### config.mk
export PLATFORM = sky130hd
export DESIGN_NAME = mm_decoder
export DESIGN_NICKNAME = d
export VERILOG_FILES = /design/src/rtl/mm_pkg.sv /design/src/rtl/mm_bank_reg.sv /design/src/rtl/mm_cpu_decode.sv /design/src/rtl/mm_vid_decode.sv /design/src/rtl/mm_decoder.sv
export SDC_FILE = /design/constraint.sdc
export NUM_CORES = 1
export LEC_CHECK = 0
export CAP_MARGIN = 5
export CORE_MARGIN = 2
export CORE_UTILIZATION = 22
export DETAILED_ROUTE_END_ITERATION = 10
export HOLD_SLACK_MARGIN = 0.06
export PLACE_DENSITY_LB_ADDON = 0.15
export SLEW_MARGIN = 20
export SYNTH_ARGS = -nofsm -noshare
export SYNTH_HDL_FRONTEND = slang
export SYNTH_SLANG_ARGS = --single-unit
export TNS_END_PERCENT = 30
### constraint.sdc
create_clock -name clk -period 1.4 [get_ports clk]
set_clock_uncertainty 0.15 [all_clocks]
set_input_delay 0.28 -clock clk [delete_from_list [all_inputs] [get_ports clk]]
set_output_delay 0.28 -clock clk [all_outputs]
set_load 0.03 [all_outputs]
### src/rtl/mm_pkg.sv
package mm_pkg;
    localparam int CFG_W = 3;

    typedef struct packed {
        logic io_over_chr;
        logic hi_map;
        logic lo_map;
    } bank_cfg_t;

    typedef enum logic [2:0] {
        RGN_NONE,
        RGN_RAM,
        RGN_LOROM,
        RGN_HIROM,
        RGN_CHR,
        RGN_IO
    } region_e;
endpackage

### src/rtl/mm_bank_reg.sv
module mm_bank_reg
    import mm_pkg::*;
#(
    parameter int ADDR_W = 16,
    parameter logic [ADDR_W-1:0] CFG_ADDR = 1
) (
    input  logic              clk,
    input  logic              rst_n,
    input  logic [ADDR_W-1:0] cpu_addr,
    input  logic              cpu_we,
    input  logic              cpu_valid,
    input  logic [CFG_W-1:0]  cpu_wdata,
    output bank_cfg_t         cfg
);
    logic load;
    assign load = cpu_valid && cpu_we && (cpu_addr == CFG_ADDR);

    always_ff @(posedge clk or negedge rst_n) begin
        if (!rst_n)
            cfg <= '1;
        else if (load)
            cfg <= bank_cfg_t'(cpu_wdata);
    end

    assert_cfg_load_R2: assert property (@(posedge clk) disable iff (!rst_n)
        load |=> (cfg == $past(cpu_wdata)));
    assert_cfg_hold_R2: assert property (@(posedge clk) disable iff (!rst_n)
        !load |=> $stable(cfg));
endmodule

### src/rtl/mm_cpu_decode.sv
module mm_cpu_decode
    import mm_pkg::*;
#(
    parameter int SLOT_W = 4,
    parameter logic [SLOT_W-2:0] LO_PAGE = 3'd5,
    parameter logic [SLOT_W-2:0] HI_PAGE = 3'd7,
    parameter logic [SLOT_W-1:0] IO_SLOT = 4'hD
) (
    input  logic              clk,
    input  logic              rst_n,
    input  logic [SLOT_W-1:0] slot,
    input  logic              cpu_we,
    input  logic              cpu_valid,
    input  bank_cfg_t         cfg,
    output logic              ram_cs,
    output logic              ram_oe,
    output logic              ram_we,
    output logic              rom_lo_cs,
    output logic              rom_hi_cs,
    output logic              chr_cs,
    output logic              io_cs
);
    region_e rgn;
    logic    rd;
    logic    d_win_mapped;

    assign rd           = !cpu_we;
    assign d_win_mapped = cfg.lo_map | cfg.hi_map;

    always_comb begin
        if (!cpu_valid)
            rgn = RGN_NONE;
        else if (slot[SLOT_W-1:1] == LO_PAGE && rd && cfg.lo_map && cfg.hi_map)
            rgn = RGN_LOROM;
        else if (slot[SLOT_W-1:1] == HI_PAGE && rd && cfg.hi_map)
            rgn = RGN_HIROM;
        else if (slot == IO_SLOT && d_win_mapped && cfg.io_over_chr)
            rgn = RGN_IO;
        else if (slot == IO_SLOT && d_win_mapped && rd)
            rgn = RGN_CHR;
        else
            rgn = RGN_RAM;
    end

    always_comb begin
        ram_cs    = 1'b0;
        ram_oe    = 1'b0;
        ram_we    = 1'b0;
        rom_lo_cs = 1'b0;
        rom_hi_cs = 1'b0;
        chr_cs    = 1'b0;
        io_cs     = 1'b0;
        unique case (rgn)
            RGN_NONE:  ;
            RGN_RAM: begin
                ram_cs = 1'b1;
                ram_oe = rd;
                ram_we = cpu_we;
            end
            RGN_LOROM: rom_lo_cs = 1'b1;
            RGN_HIROM: rom_hi_cs = 1'b1;
            RGN_CHR:   chr_cs    = 1'b1;
            RGN_IO:    io_cs     = 1'b1;
            default:   ;
        endcase
    end

    assert_one_select_R10: assert property (@(posedge clk) disable iff (!rst_n)
        $onehot0({ram_cs, rom_lo_cs, rom_hi_cs, chr_cs, io_cs}));
    assert_idle_quiet_R10: assert property (@(posedge clk) disable iff (!rst_n)
        !cpu_valid |-> !(ram_cs | ram_oe | ram_we | rom_lo_cs | rom_hi_cs | chr_cs | io_cs));
    assert_write_no_rom_R5: assert property (@(posedge clk) disable iff (!rst_n)
        cpu_we |-> !(rom_lo_cs | rom_hi_cs | chr_cs | ram_oe));
    assert_io_hides_ram_R6: assert property (@(posedge clk) disable iff (!rst_n)
        io_cs |-> (!ram_cs && cfg.io_over_chr));
endmodule

### src/rtl/mm_vid_decode.sv
module mm_vid_decode #(
    parameter int SLOT_W = 4,
    parameter logic [SLOT_W-1:0] CHR_SLOT_A = 4'h1,
    parameter logic [SLOT_W-1:0] CHR_SLOT_B = 4'h9
) (
    input  logic              clk,
    input  logic              rst_n,
    input  logic [SLOT_W-1:0] vid_page,
    output logic              vid_ram_cs,
    output logic              vid_chr_cs
);
    always_comb begin
        vid_chr_cs = (vid_page == CHR_SLOT_A) || (vid_page == CHR_SLOT_B);
        vid_ram_cs = !vid_chr_cs;
    end

    assert_vid_exactly_one_R11: assert property (@(posedge clk) disable iff (!rst_n)
        $onehot({vid_ram_cs, vid_chr_cs}));
endmodule

### src/rtl/mm_decoder.sv
module mm_decoder
    import mm_pkg::*;
#(
    parameter int ADDR_W = 16,
    parameter logic [ADDR_W-1:0] CFG_ADDR = 16'h0001,
    parameter logic [2:0] LO_PAGE = 3'd5,
    parameter logic [2:0] HI_PAGE = 3'd7,
    parameter logic [3:0] IO_SLOT = 4'hD,
    parameter logic [3:0] CHR_SLOT_A = 4'h1,
    parameter logic [3:0] CHR_SLOT_B = 4'h9
) (
    input  logic              clk,
    input  logic              rst_n,
    input  logic [ADDR_W-1:0] cpu_addr,
    input  logic              cpu_we,
    input  logic              cpu_valid,
    input  logic [CFG_W-1:0]  cpu_wdata,
    input  logic [3:0]        vid_page,
    output logic              ram_cs,
    output logic              ram_oe,
    output logic              ram_we,
    output logic              rom_lo_cs,
    output logic              rom_hi_cs,
    output logic              chr_cs,
    output logic              io_cs,
    output logic              vid_ram_cs,
    output logic              vid_chr_cs
);
    localparam int SLOT_W = 4;
    localparam int SLOT_LSB = ADDR_W - SLOT_W;

    bank_cfg_t cfg;

    mm_bank_reg #(.ADDR_W(ADDR_W), .CFG_ADDR(CFG_ADDR)) bank_i (
        .clk(clk), .rst_n(rst_n), .cpu_addr(cpu_addr), .cpu_we(cpu_we),
        .cpu_valid(cpu_valid), .cpu_wdata(cpu_wdata), .cfg(cfg)
    );

    mm_cpu_decode #(.SLOT_W(SLOT_W), .LO_PAGE(LO_PAGE), .HI_PAGE(HI_PAGE),
                    .IO_SLOT(IO_SLOT)) cpu_i (
        .clk(clk), .rst_n(rst_n), .slot(cpu_addr[ADDR_W-1:SLOT_LSB]),
        .cpu_we(cpu_we), .cpu_valid(cpu_valid), .cfg(cfg),
        .ram_cs(ram_cs), .ram_oe(ram_oe), .ram_we(ram_we),
        .rom_lo_cs(rom_lo_cs), .rom_hi_cs(rom_hi_cs),
        .chr_cs(chr_cs), .io_cs(io_cs)
    );

    mm_vid_decode #(.SLOT_W(SLOT_W), .CHR_SLOT_A(CHR_SLOT_A),
                    .CHR_SLOT_B(CHR_SLOT_B)) vid_i (
        .clk(clk), .rst_n(rst_n), .vid_page(vid_page),
        .vid_ram_cs(vid_ram_cs), .vid_chr_cs(vid_chr_cs)
    );
endmodule

==> flow_summary_export.csv <==
group,metric,value,unit
outcome,status,"complete, but fails checks",
outcome,violations,"negative setup slack",
setup_path,crit_path_end_kind,"primary output",
pwr,ir_worst_vdd,0.595,mV
synthesis,syn_nets,63,
setup_path,crit_family,"flip-flops",
setup_path,crit_path_cell_trace,"nand3_4, o21a_1, a311oi_4, buf_6",
routing,drtIter0Drc,3,
clocking,clockBufferDepth,2,
floorplanning,core,0.00127,mm2
synthesis,ys_async_sr_fraction,1.00,
synthesis,ys.warnings.count,0,
routing,vias,461,
pwr,p_leak,0.381,nW
clocking,clock-root-buffer,"clkbuf_4",
setup_path,ff2ff_setup_slack,400,ps
setup_path,timing.rr.start,"bank_i.cfg[0]",
floorplanning,initial_utilization,0.231,
synthesis,synth_seq_cells,3,
sta,slew_headroom,0.841,
sta,layout_setup_ws,-555,ps
placed_design,dp_hpwl,889,um
setup_path,worstPathMaxFanout,3,
finish,finalInstanceArea,877,um2
routing,drc,0,
finish,reg_top3,"bank_i.cfg: 3 flops",
finish,largest_register,"bank_i.cfg",
finish,drive_above_1_share,0.482,
placed_design,globalplace.congestion,0.676,
setup_path,required,970,ps
pwr,power_density,444,mW/mm2
floorplanning,ios,36,
placed_design,portBuffers,34,
setup_path,cp-start-kind,"flop",
worst_hold_path,hold_class,"input pin to async pin",
sta,rsz0062_at_grt,"yes",
setup_path,setup.worst_path.end,"io_cs",
grt,grt_antenna_before_repair,0,
synthesis,ys.flop_type,"dfstp_2",
sta,drv_slew,0,
finish,fin_util,0.691,
setup_path,critPathMaxStageDelay,580,ps
placed_design,place_area,776,um2
finish,largest_reg_flops,3,
clocking,clkLatencyLatePin,230,ps
finish,synthToLayoutAreaGrowth,200,%
flow_run,drv_cap,0,
clocking,cts.sinks,3,
synthesis,synth.distinct_cells,19,
setup_path,critical_path.startpoint,"bank_i.cfg[1]",
routing,routed_wl,1.11,mm
sta,hold_viol_final,0,
finish,instances_no_fill,100,
routing,antenna_left,0,
synthesis,syn_inst,36,
setup_path,critPathArrivalTime,1520,ps
sta,worst-slew-pin-transition,239,ps
grt,grt_pass1_vias,408,
clocking,cts_max_level,1,
clocking,cts_tree,"yes",
setup_path,r2r-end,"bank_i.cfg[0]",
synthesis,syn_area,293,um2
synthesis,synth_area_per_cell,8.13,um2
setup_path,cp.buffers_inverters,1,
sta,setup_violations,10,
clocking,cts_buffers,3,
sta,fmax,0.512,GHz
floorplanning,dieHeight,40.5,um
finish,n_antenna_cell,0,
routing,first_pass_iters,2,
sta,finalCriticalPeriod,1950,ps
routing,wl_per_cell,11.1,um
grt,grt_overflow,0,
clocking,clk_pin_slew,40,ps
synthesis,seq_area_frac_synth,0.269,
grt,grt_max_degree,6,
setup_path,critPathSlowestCell,"dfstp_2",
sta,finalCritPeriodShare,1.40,
setup_path,path_depth,4,
grt,grt_usage,0.138,
finish,finalNetCount,113,
floorplanning,rows,13,
setup_path,reg2reg_depth,2,
floorplanning,die_w,40.5,um
routing,routed_via_density,4.61,
grt,grt_pass1_wl,1.55,mm
placed_design,dp.cells,96,
synthesis,synth_edf_count,0,
floorplanning,dieArea,0.00164,mm2
setup_path,crit_type,"flop to primary output",
## worst min path at each step
stage	start	endpoint	slack, ps	depth (start not counted)
floorplan	rst_n	bank_i.cfg[0]	-20	0
CTS	rst_n	bank_i.cfg[1]	280	1
detailed placement	rst_n	bank_i.cfg[1]	520	1
global route	rst_n	bank_i.cfg[2]	300	1
finish	rst_n	bank_i.cfg[2]	290	1
global placement	rst_n	bank_i.cfg[2]	520	1
## cell usage after synthesis (all sizes together), types with 2 or more instances
cell type	n	area [um2]
and3	2	12.5
dfstp	3	78.8
inv	2	7.51
mux2	3	33.8
nand2	2	7.51
nand3	2	10.0
nor2	8	30.0
nor3	3	26.3
nor4	2	12.5
## metrics by stage
stage / hold WS [ps] / setup TNS (ps) / setup slack (ps) / power, mW
floorplan: -17.8 / -1600 / -367 / 0.125
global placement: 519 / -6500 / -720 / 0.234
detailed placement: 522 / -6660 / -736 / 0.234
CTS: 284 / -4630 / -596 / 0.392
global route: 305 / -4850 / -604 / 0.416
finish: 289 / -4350 / -555 / 0.390
## repair_timing
item | 4_1_cts | 5_1_grt
gates cloned | 0 | 0
buffers inserted | 0 | 0
pin swaps | 9 | 9
setup endpoints to repair | 12 | 11
resized for setup | 17 | 12
hold buffers | 0 | 0
## cell families (layout without fill, tap and decap cells)
family | after synthesis | after routing | share of synthesized area
AO/OA/AOI/OAI | 3 | 3 | 0.0812
buffers and inverters | 2 | 51 | 0.0257
flip-flops | 3 | 3 | 0.269
multiplexers | 3 | 3 | 0.115
AND/OR/NAND/NOR | 25 | 25 | 0.509
## where the power goes
part / internal, mW / leakage, nW / switching, mW
combinational: 0.0936 / 0.335 / 0.0585
sequential: 0.0876 / 0.0309 / 0.0000197
clock: 0.107 / 0.0150 / 0.0433
## area by class of cell
class	count	area, um2
timing repair buffer	45	437
clock buffer	4	26.3
tap	15	18.8
sequential	3	78.8
inverter	2	7.51
fill	107	392
multi-input combinational	31	309
## worst reg2reg max path: cells and delay by family, from the launching register on
kind,cells,cell delay [ps]
mux,1,280
buf+inv,1,120
flops,1,370
## placed cells by master (no fill, tap or decap), types with 2 or more instances in the layout
cell and count:
dlygate4sd2_1 6, mux2_1 3, inv_1 2, dfstp_2 3, buf_4 9, clkbuf_4 3, nor3_4 3, nor2_1 6
nor2_4 2, buf_6 11, clkdlybuf4s50_1 17
## routing by layer
metal  GRT usage  routed length [um]  vias up
met5           0                   0        -
met4           0                   0        0
met3      0.0500                  71        0
met2       0.246                 676       18
met1       0.167                 361      209
li1            -                   -      234
Note: power is estimated with default switching activity, not from simulation.
